**src/rtl/alu_sreg_pkg.sv**
```systemverilog
package alu_sreg_pkg;

    typedef enum logic [3:0] {
        OP_ADD  = 4'd0,
        OP_ADC  = 4'd1,
        OP_SUB  = 4'd2,
        OP_SBC  = 4'd3,
        OP_AND  = 4'd4,
        OP_OR   = 4'd5,
        OP_XOR  = 4'd6,
        OP_BST  = 4'd7,
        OP_BLD  = 4'd8,
        OP_SETI = 4'd9,
        OP_CLRI = 4'd10
    } alu_op_e;

    localparam int FL_C = 0;
    localparam int FL_Z = 1;
    localparam int FL_N = 2;
    localparam int FL_V = 3;
    localparam int FL_S = 4;
    localparam int FL_H = 5;
    localparam int FL_T = 6;
    localparam int FL_I = 7;
    localparam int SR_W = 8;

endpackage

```
**src/rtl/alu_datapath.sv**
```systemverilog
module alu_datapath
    import alu_sreg_pkg::*;
#(
    parameter int DW    = 8,
    parameter int NIB   = 4,
    localparam int BSW  = $clog2(DW)
) (
    input  alu_op_e          op,
    input  logic [DW-1:0]    a,
    input  logic [DW-1:0]    b,
    input  logic [BSW-1:0]   bsel,
    input  logic [SR_W-1:0]  st,
    output logic [DW-1:0]    res,
    output logic [SR_W-1:0]  st_nxt
);

    logic            cin;
    logic [DW:0]     add_full;
    logic [DW:0]     sub_full;
    logic [NIB:0]    nib_add;
    logic [NIB:0]    nib_sub;
    logic            upd_nz;

    assign cin      = ((op == OP_ADC) || (op == OP_SBC)) ? st[FL_C] : 1'b0;
    assign add_full = {1'b0, a} + {1'b0, b} + {{DW{1'b0}}, cin};
    assign sub_full = {1'b0, a} - {1'b0, b} - {{DW{1'b0}}, cin};
    assign nib_add  = {1'b0, a[NIB-1:0]} + {1'b0, b[NIB-1:0]} + {{NIB{1'b0}}, cin};
    assign nib_sub  = {1'b0, a[NIB-1:0]} - {1'b0, b[NIB-1:0]} - {{NIB{1'b0}}, cin};

    always_comb begin
        res    = a;
        st_nxt = st;
        upd_nz = 1'b0;
        case (op)
            OP_ADD, OP_ADC: begin
                res          = add_full[DW-1:0];
                st_nxt[FL_C] = add_full[DW];
                st_nxt[FL_H] = nib_add[NIB];
                st_nxt[FL_V] = (a[DW-1] == b[DW-1]) && (add_full[DW-1] != a[DW-1]);
                upd_nz       = 1'b1;
            end
            OP_SUB, OP_SBC: begin
                res          = sub_full[DW-1:0];
                st_nxt[FL_C] = sub_full[DW];
                st_nxt[FL_H] = nib_sub[NIB];
                st_nxt[FL_V] = (a[DW-1] != b[DW-1]) && (sub_full[DW-1] != a[DW-1]);
                upd_nz       = 1'b1;
            end
            OP_AND: begin
                res          = a & b;
                st_nxt[FL_V] = 1'b0;
                upd_nz       = 1'b1;
            end
            OP_OR: begin
                res          = a | b;
                st_nxt[FL_V] = 1'b0;
                upd_nz       = 1'b1;
            end
            OP_XOR: begin
                res          = a ^ b;
                st_nxt[FL_V] = 1'b0;
                upd_nz       = 1'b1;
            end
            OP_BST:  st_nxt[FL_T] = a[bsel];
            OP_BLD:  res[bsel]    = st[FL_T];
            OP_SETI: st_nxt[FL_I] = 1'b1;
            OP_CLRI: st_nxt[FL_I] = 1'b0;
            default: ;
        endcase
        if (upd_nz) begin
            st_nxt[FL_N] = res[DW-1];
            st_nxt[FL_Z] = (res == '0);
            st_nxt[FL_S] = res[DW-1] ^ st_nxt[FL_V];
        end
    end

endmodule

```
**src/rtl/alu_status_reg.sv**
```systemverilog
module alu_status_reg
    import alu_sreg_pkg::*;
(
    input  logic             clk,
    input  logic             rst_n,
    input  logic             upd_en,
    input  logic [SR_W-1:0]  upd_val,
    input  logic             wr_en,
    input  logic [SR_W-1:0]  wr_val,
    output logic [SR_W-1:0]  sr_q
);

    logic [SR_W-1:0] wr_fixed;

    always_comb begin
        wr_fixed       = wr_val;
        wr_fixed[FL_S] = wr_val[FL_N] ^ wr_val[FL_V];
    end

    always_ff @(posedge clk or negedge rst_n) begin
        if (!rst_n)      sr_q <= '0;
        else if (wr_en)  sr_q <= wr_fixed;
        else if (upd_en) sr_q <= upd_val;
    end

    a_r11_write_wins: assert property (@(posedge clk) disable iff (!rst_n)
        wr_en |=> (sr_q[7:5] == $past(wr_val[7:5])) && (sr_q[3:0] == $past(wr_val[3:0])));

    a_r5_sign_tracks: assert property (@(posedge clk) disable iff (!rst_n)
        sr_q[FL_S] == (sr_q[FL_N] ^ sr_q[FL_V]));

    a_r12_hold: assert property (@(posedge clk) disable iff (!rst_n)
        (!wr_en && !upd_en) |=> $stable(sr_q));

endmodule

```
**src/rtl/alu_sreg_top.sv**
```systemverilog
module alu_sreg_top
    import alu_sreg_pkg::*;
#(
    parameter int DW = 8,
    localparam int BSW = $clog2(DW)
) (
    input  logic            clk,
    input  logic            rst_n,
    input  logic            op_valid,
    input  logic [3:0]      op_code,
    input  logic [DW-1:0]   opa,
    input  logic [DW-1:0]   opb,
    input  logic [DW-1:0]   imm,
    input  logic            use_imm,
    input  logic [BSW-1:0]  bit_sel,
    input  logic            sr_we,
    input  logic [7:0]      sr_wdata,
    output logic [DW-1:0]   result,
    output logic [7:0]      status
);

    alu_op_e          op;
    logic [DW-1:0]    operand_b;
    logic [SR_W-1:0]  st_nxt;

    assign op        = alu_op_e'(op_code);
    assign operand_b = use_imm ? imm : opb;

    alu_datapath #(.DW(DW)) u_dp (
        .op     (op),
        .a      (opa),
        .b      (operand_b),
        .bsel   (bit_sel),
        .st     (status),
        .res    (result),
        .st_nxt (st_nxt)
    );

    alu_status_reg u_sr (
        .clk     (clk),
        .rst_n   (rst_n),
        .upd_en  (op_valid),
        .upd_val (st_nxt),
        .wr_en   (sr_we),
        .wr_val  (sr_wdata),
        .sr_q    (status)
    );

    a_r6_logic_keeps_ch: assert property (@(posedge clk) disable iff (!rst_n)
        (op_valid && !sr_we && (op == OP_AND || op == OP_OR || op == OP_XOR))
        |=> !status[FL_V] && (status[FL_C] == $past(status[FL_C]))
            && (status[FL_H] == $past(status[FL_H])));

    a_r4_zero_flag: assert property (@(posedge clk) disable iff (!rst_n)
        (op_valid && !sr_we && (op_code <= 4'd6))
        |=> status[FL_Z] == ($past(result) == '0));

    a_r9_bld_bit: assert property (@(posedge clk) disable iff (!rst_n)
        (op == OP_BLD) |-> result[bit_sel] == status[FL_T]);

    a_r10_seti: assert property (@(posedge clk) disable iff (!rst_n)
        (op_valid && !sr_we && op == OP_SETI) |=> status[FL_I]);

endmodule

```
**config.mk**
```make
export PLATFORM = sky130hd
export DESIGN_NAME = alu_sreg_top
export DESIGN_NICKNAME = d
export VERILOG_FILES = /design/src/rtl/alu_sreg_pkg.sv /design/src/rtl/alu_datapath.sv /design/src/rtl/alu_status_reg.sv /design/src/rtl/alu_sreg_top.sv
export SDC_FILE = /design/constraint.sdc
export NUM_CORES = 1
export LEC_CHECK = 0
export ABC_CLOCK_PERIOD_IN_PS = 5400
export CORE_ASPECT_RATIO = 1.4
export CORE_UTILIZATION = 40
export CTS_CLUSTER_DIAMETER = 40
export DETAILED_ROUTE_END_ITERATION = 12
export PLACE_DENSITY = 0.67
export SETUP_SLACK_MARGIN = 0.4
export SYNTH_ARGS = -nofsm -noshare
export SYNTH_HDL_FRONTEND = slang
export SYNTH_HIERARCHICAL = 1
export SYNTH_SLANG_ARGS = --single-unit
```
**constraint.sdc**
```tcl
create_clock -name clk -period 5.4 [get_ports clk]
set_input_delay 1.08 -clock clk [delete_from_list [all_inputs] [get_ports clk]]
set_output_delay 1.08 -clock clk [all_outputs]
set_load 0.02 [all_outputs]
```
==> reports/results.txt <==
The flow ran to the end, and the final reports show no timing, DRC or antenna violations. The number of antenna violations at the first check in global routing came out at 0. Setup repair after global routing left no endpoint under its margin. Among all stages on the critical path, the largest delay is contributed by sky130_fd_sc_hd__or4_4. The peak ir drop on the vdd network is 0.000175 V, and the area taken by multi-input logic gates is 2140 µm². After detailed routing, the average wire length per cell comes to 15.6 µm. The via count of the first global-routing pass is 2,626. The tools report the buffer type at the clock tree root as sky130_fd_sc_hd__clkbuf_8. Leaving out filler cells and counting taps, the final layout contains 480.

Count of routing violations after the opening detailed-route iteration: 148. For the worst-skew pair, the clock arrives at the later sink with an insertion delay of 0.23 ns. The number of sinks driven by the clock tree is 8.

The count of state elements after synthesis was 8; the critical path arrival was 3.85 ns. The sequential cell area in the final layout came out at 200 µm². The synthesized design devotes to its leading area cell type 15.3% of total area. The final setup violation count was 0; the max-slew violation count was 0. The buffer levels on the longest clock path was 2. The number of remaining DRC errors is 0, and the netlist area before placement is 2450 µm².

The worst setup path is captured at an output port. Relative area change from synthesis to final layout: 48.0%. Buffers inserted to repair hold after CTS numbered 0. For the H-tree depth, the log shows 1.

Global routing used 24.5% of the available tracks across all layers. The final standard cell utilization of the core is 61.8%, and the number of synthesized flops with an enable pin is 0. The headroom to the max-slew limit came out at 57.2%. STA classifies the critical path startpoint as an input pin. The maximum fanout encountered on the critical timing path was 3.

Once detail routing completed, the nets flagged for antenna violations numbered 0. The sequential fraction of the synthesis area is 8.18%. Once the floorplan was initialized, standard cells occupied 41.7% of the core. The HPWL reported at the end of detailed placement is 5.82 mm, and the clock slew seen by the registers of the worst setup and hold paths is 0.04 ns.

The register with the most flip-flops in the final layout is u_sr/sr_q. Overall via count from detail_route: 2,690. The initialized floorplan defines 33 standard-cell rows. In this design, the stage delay of the slowest critical-path cell is 0.50 ns. The critical path goes through clkbuf_2 > buf_6 > mux2_4 > inv_2 > fa_2 > ha_4 > or4_4 > o221a_4 > a31oi_4 > xnor2_2 > a2111oi_4 > a21oi_2 > buf_4.

The clock period minus worst slack was 4.93 ns. The number of antenna diodes in the final layout is 0. The cell count after synthesis came out at 312. The synthesized design spends more area on one cell type than any other, namely sky130_fd_sc_hd__ha_1. The hold path depth came out at 2.

The die is 94.5 µm tall. The average cell area after synthesis came out at 7.84 µm². For the final database, setup skew stands at 0.000219 ns. The post-route standard cell area excluding fillers came out at 3620 µm². After detailed placement, the total cell area comes to 3390 µm². The path type of the worst setup path is input pin to output port. Cell count after placement: 470. Sorting the synthesized cells by area gives the leading types as sky130_fd_sc_hd__ha_1 15%, sky130_fd_sc_hd__dfrtp_1 8.2%, sky130_fd_sc_hd__mux2i_1 7.0%, sky130_fd_sc_hd__mux2_4 4.9%, sky130_fd_sc_hd__inv_1 4.8%. The aggregate global routing overflow is 0, and the flip-flop count of the largest register, all copies and words added is 8. Using the TritonRoute via totals, the vias-per-cell ratio works out to 5.60. Synthesis instantiated 63 different standard cells from the library. The number of nets handed over by synthesis was 390. Fill cells in the final layout number 531.

The total die area was 6440 µm²; the horizontal extent of the die was 68.1 µm. The run gives 0 as the final hold violation count. TritonCTS built the clock tree. The run gives 4.32 ns as the data required time at the worst endpoint. The tightest hold path in the finished design has a slack of 0.589 ns. The main flop type after synthesis is sky130_fd_sc_hd__dfrtp_1. At the pin with the least slew margin, the transition time is 0.633 ns. The min-delay analysis places its worst path in the category register to register. The largest registers in the layout are u_sr/sr_q: 8 flops. Power spread over the standard cell area amounts to 162 nW/µm².

The number of clock buffers added by TritonCTS is 3. During I/O placement, the number of pins put on the boundary was 60. In the final layout, the share of cells above drive strength 1 is 25.4%.

The tools report the leakage component of the power as 1.71 nW. The first detailed-routing pass ran for 4 iterations. The tool flagged a number of max-cap violations equal to 0. The area of the core was 5860 µm²; the highest achievable clock rate was 203 MHz.

The count of nets after finishing is 490. The depth of the worst register-to-register path works out to 15. Overall power consumption after layout is estimated at 0.000587 W.

The number of port buffers works out to 58. Yosys printed 6 warnings. In the synthesized netlist the async set-or-reset flop fraction comes to 100%. Wires add up to 7.47 mm.

The first global-routing pass estimated 12.1 mm of wire. The routability congestion estimate from global placement was 0.871. The share of the clock period used by the worst path works out to 91.4%. The tools report the pin count of the biggest net entering global routing as 32.
## worst paths after layout
path | start | to | slack [ns]
worst max register to register | u_sr/sr_q[0] | u_sr/sr_q[1] | 1.67
worst min register to register | u_sr/sr_q[3] | u_sr/sr_q[3] | 0.59
min in group asynchronous | rst_n | u_sr/sr_q[3] | 1.14
worst max-delay path | use_imm | result[7] | 0.47
max in group asynchronous | rst_n | u_sr/sr_q[7] | 3.98
worst min-delay path | u_sr/sr_q[3] | u_sr/sr_q[3] | 0.59
## routing by layer
layer | track usage, % | part of all wire [%] | up-vias
met4 | 5.56 | 1.5 | 0
met1 | 30.5 | 41 | 1265
met2 | 44.0 | 53 | 89
li1 | - | - | 1320
met5 | 0 | 0 | -
met3 | 2.17 | 4.8 | 16
## Yosys cell counts (all sizes together) (4+ instances only)
library cell	count
a211oi	4
a21o	5
a21oi	17
a31oi	4
buf	8
clkbuf	13
dfrtp	8
fa	4
ha	30
inv	31
mux2	11
mux2i	17
nand2	24
nand2b	5
nand3	8
nor2	20
nor2b	4
nor3	7
o211ai	4
o21ai	22
or3	4
xnor2	7
xor2	6
## worst max-delay path: cells and delay by family
family,cells,cell delay [ns]
buffers and inverters,4,0.45
AOI/OAI and AO/OA,4,0.94
adders and majority gates,2,0.57
xor gates and xnor gates,1,0.10
muxes,1,0.21
and+or+nand+nor,1,0.50
## repair_timing
action / 4_1_cts / 5_1_grt
resized for setup: 31 / 26
pin swaps: 8 / 15
endpoints found under the setup margin: 8 / 8
setup buffers: 3 / 4
## area by class of cell
type                       instances  share of cell area (%)
sequential                         8                    5.53
multi-input combinational        252                    59.0
tap                               70                    2.42
timing repair buffer             116                    28.5
clock buffer                       3                    1.14
inverter                          31                    3.35
## power breakdown
part           switching [W]  internal, W
clock              0.0000245    0.0000484
combinational       0.000212     0.000228
sequential        0.00000704    0.0000675
total               0.000244     0.000344
## placed cells by master (no fill, tap or decap), types with 3 or more instances in the layout
| master | synthesis | routed |
|---|---|---|
| sky130_fd_sc_hd__buf_4 | 0 | 56 |
| sky130_fd_sc_hd__clkdlybuf4s50_1 | 0 | 40 |
| sky130_fd_sc_hd__inv_1 | 31 | 28 |
| sky130_fd_sc_hd__nand2_1 | 24 | 24 |
| sky130_fd_sc_hd__ha_1 | 30 | 23 |
| sky130_fd_sc_hd__nor2_1 | 20 | 19 |
| sky130_fd_sc_hd__mux2i_1 | 17 | 17 |
| sky130_fd_sc_hd__a21oi_1 | 16 | 16 |
| sky130_fd_sc_hd__o21ai_0 | 13 | 13 |
| sky130_fd_sc_hd__dlymetal6s2s_1 | 0 | 9 |
| sky130_fd_sc_hd__o21ai_1 | 9 | 9 |
| sky130_fd_sc_hd__mux2_4 | 8 | 8 |
| sky130_fd_sc_hd__dfrtp_1 | 8 | 8 |
| sky130_fd_sc_hd__nor3_1 | 7 | 7 |
| sky130_fd_sc_hd__nand3_1 | 8 | 7 |
| sky130_fd_sc_hd__xor2_1 | 6 | 6 |
| sky130_fd_sc_hd__xnor2_1 | 7 | 6 |
| sky130_fd_sc_hd__ha_4 | 0 | 6 |
| sky130_fd_sc_hd__a21o_1 | 5 | 5 |
| sky130_fd_sc_hd__nand2b_1 | 5 | 5 |
| sky130_fd_sc_hd__dlygate4sd2_1 | 0 | 4 |
| sky130_fd_sc_hd__a211oi_1 | 4 | 4 |
| sky130_fd_sc_hd__or3_1 | 4 | 4 |
| sky130_fd_sc_hd__o211ai_1 | 4 | 4 |
| sky130_fd_sc_hd__clkbuf_8 | 0 | 3 |
| sky130_fd_sc_hd__buf_6 | 4 | 3 |
| sky130_fd_sc_hd__a31oi_1 | 3 | 3 |
| sky130_fd_sc_hd__o21a_1 | 3 | 3 |
| sky130_fd_sc_hd__nor2b_1 | 4 | 3 |
| sky130_fd_sc_hd__o22ai_1 | 3 | 3 |
| sky130_fd_sc_hd__fa_1 | 4 | 3 |
## logic make-up after synthesis
logic type / after synthesis / synth area share (%)
XOR/XNOR: 13 / 4.65
multiplexers: 30 / 15.1
adder cells (fa/ha/maj): 34 / 18.6
AO/OA/AOI/OAI: 86 / 25.4
buffers and inverters: 52 / 9.26
flip-flops: 8 / 8.18
AND/OR/NAND/NOR: 89 / 18.8
## per-stage QoR
stage	worst slack [ns]	TNS [ns]
detailed placement	-0.363	-0.810
CTS	0.352	0
global route	0.393	0
finish	0.465	0
global placement	-0.339	-0.819
floorplan	0.403	0
Note: power is estimated with default switching activity, not from simulation.
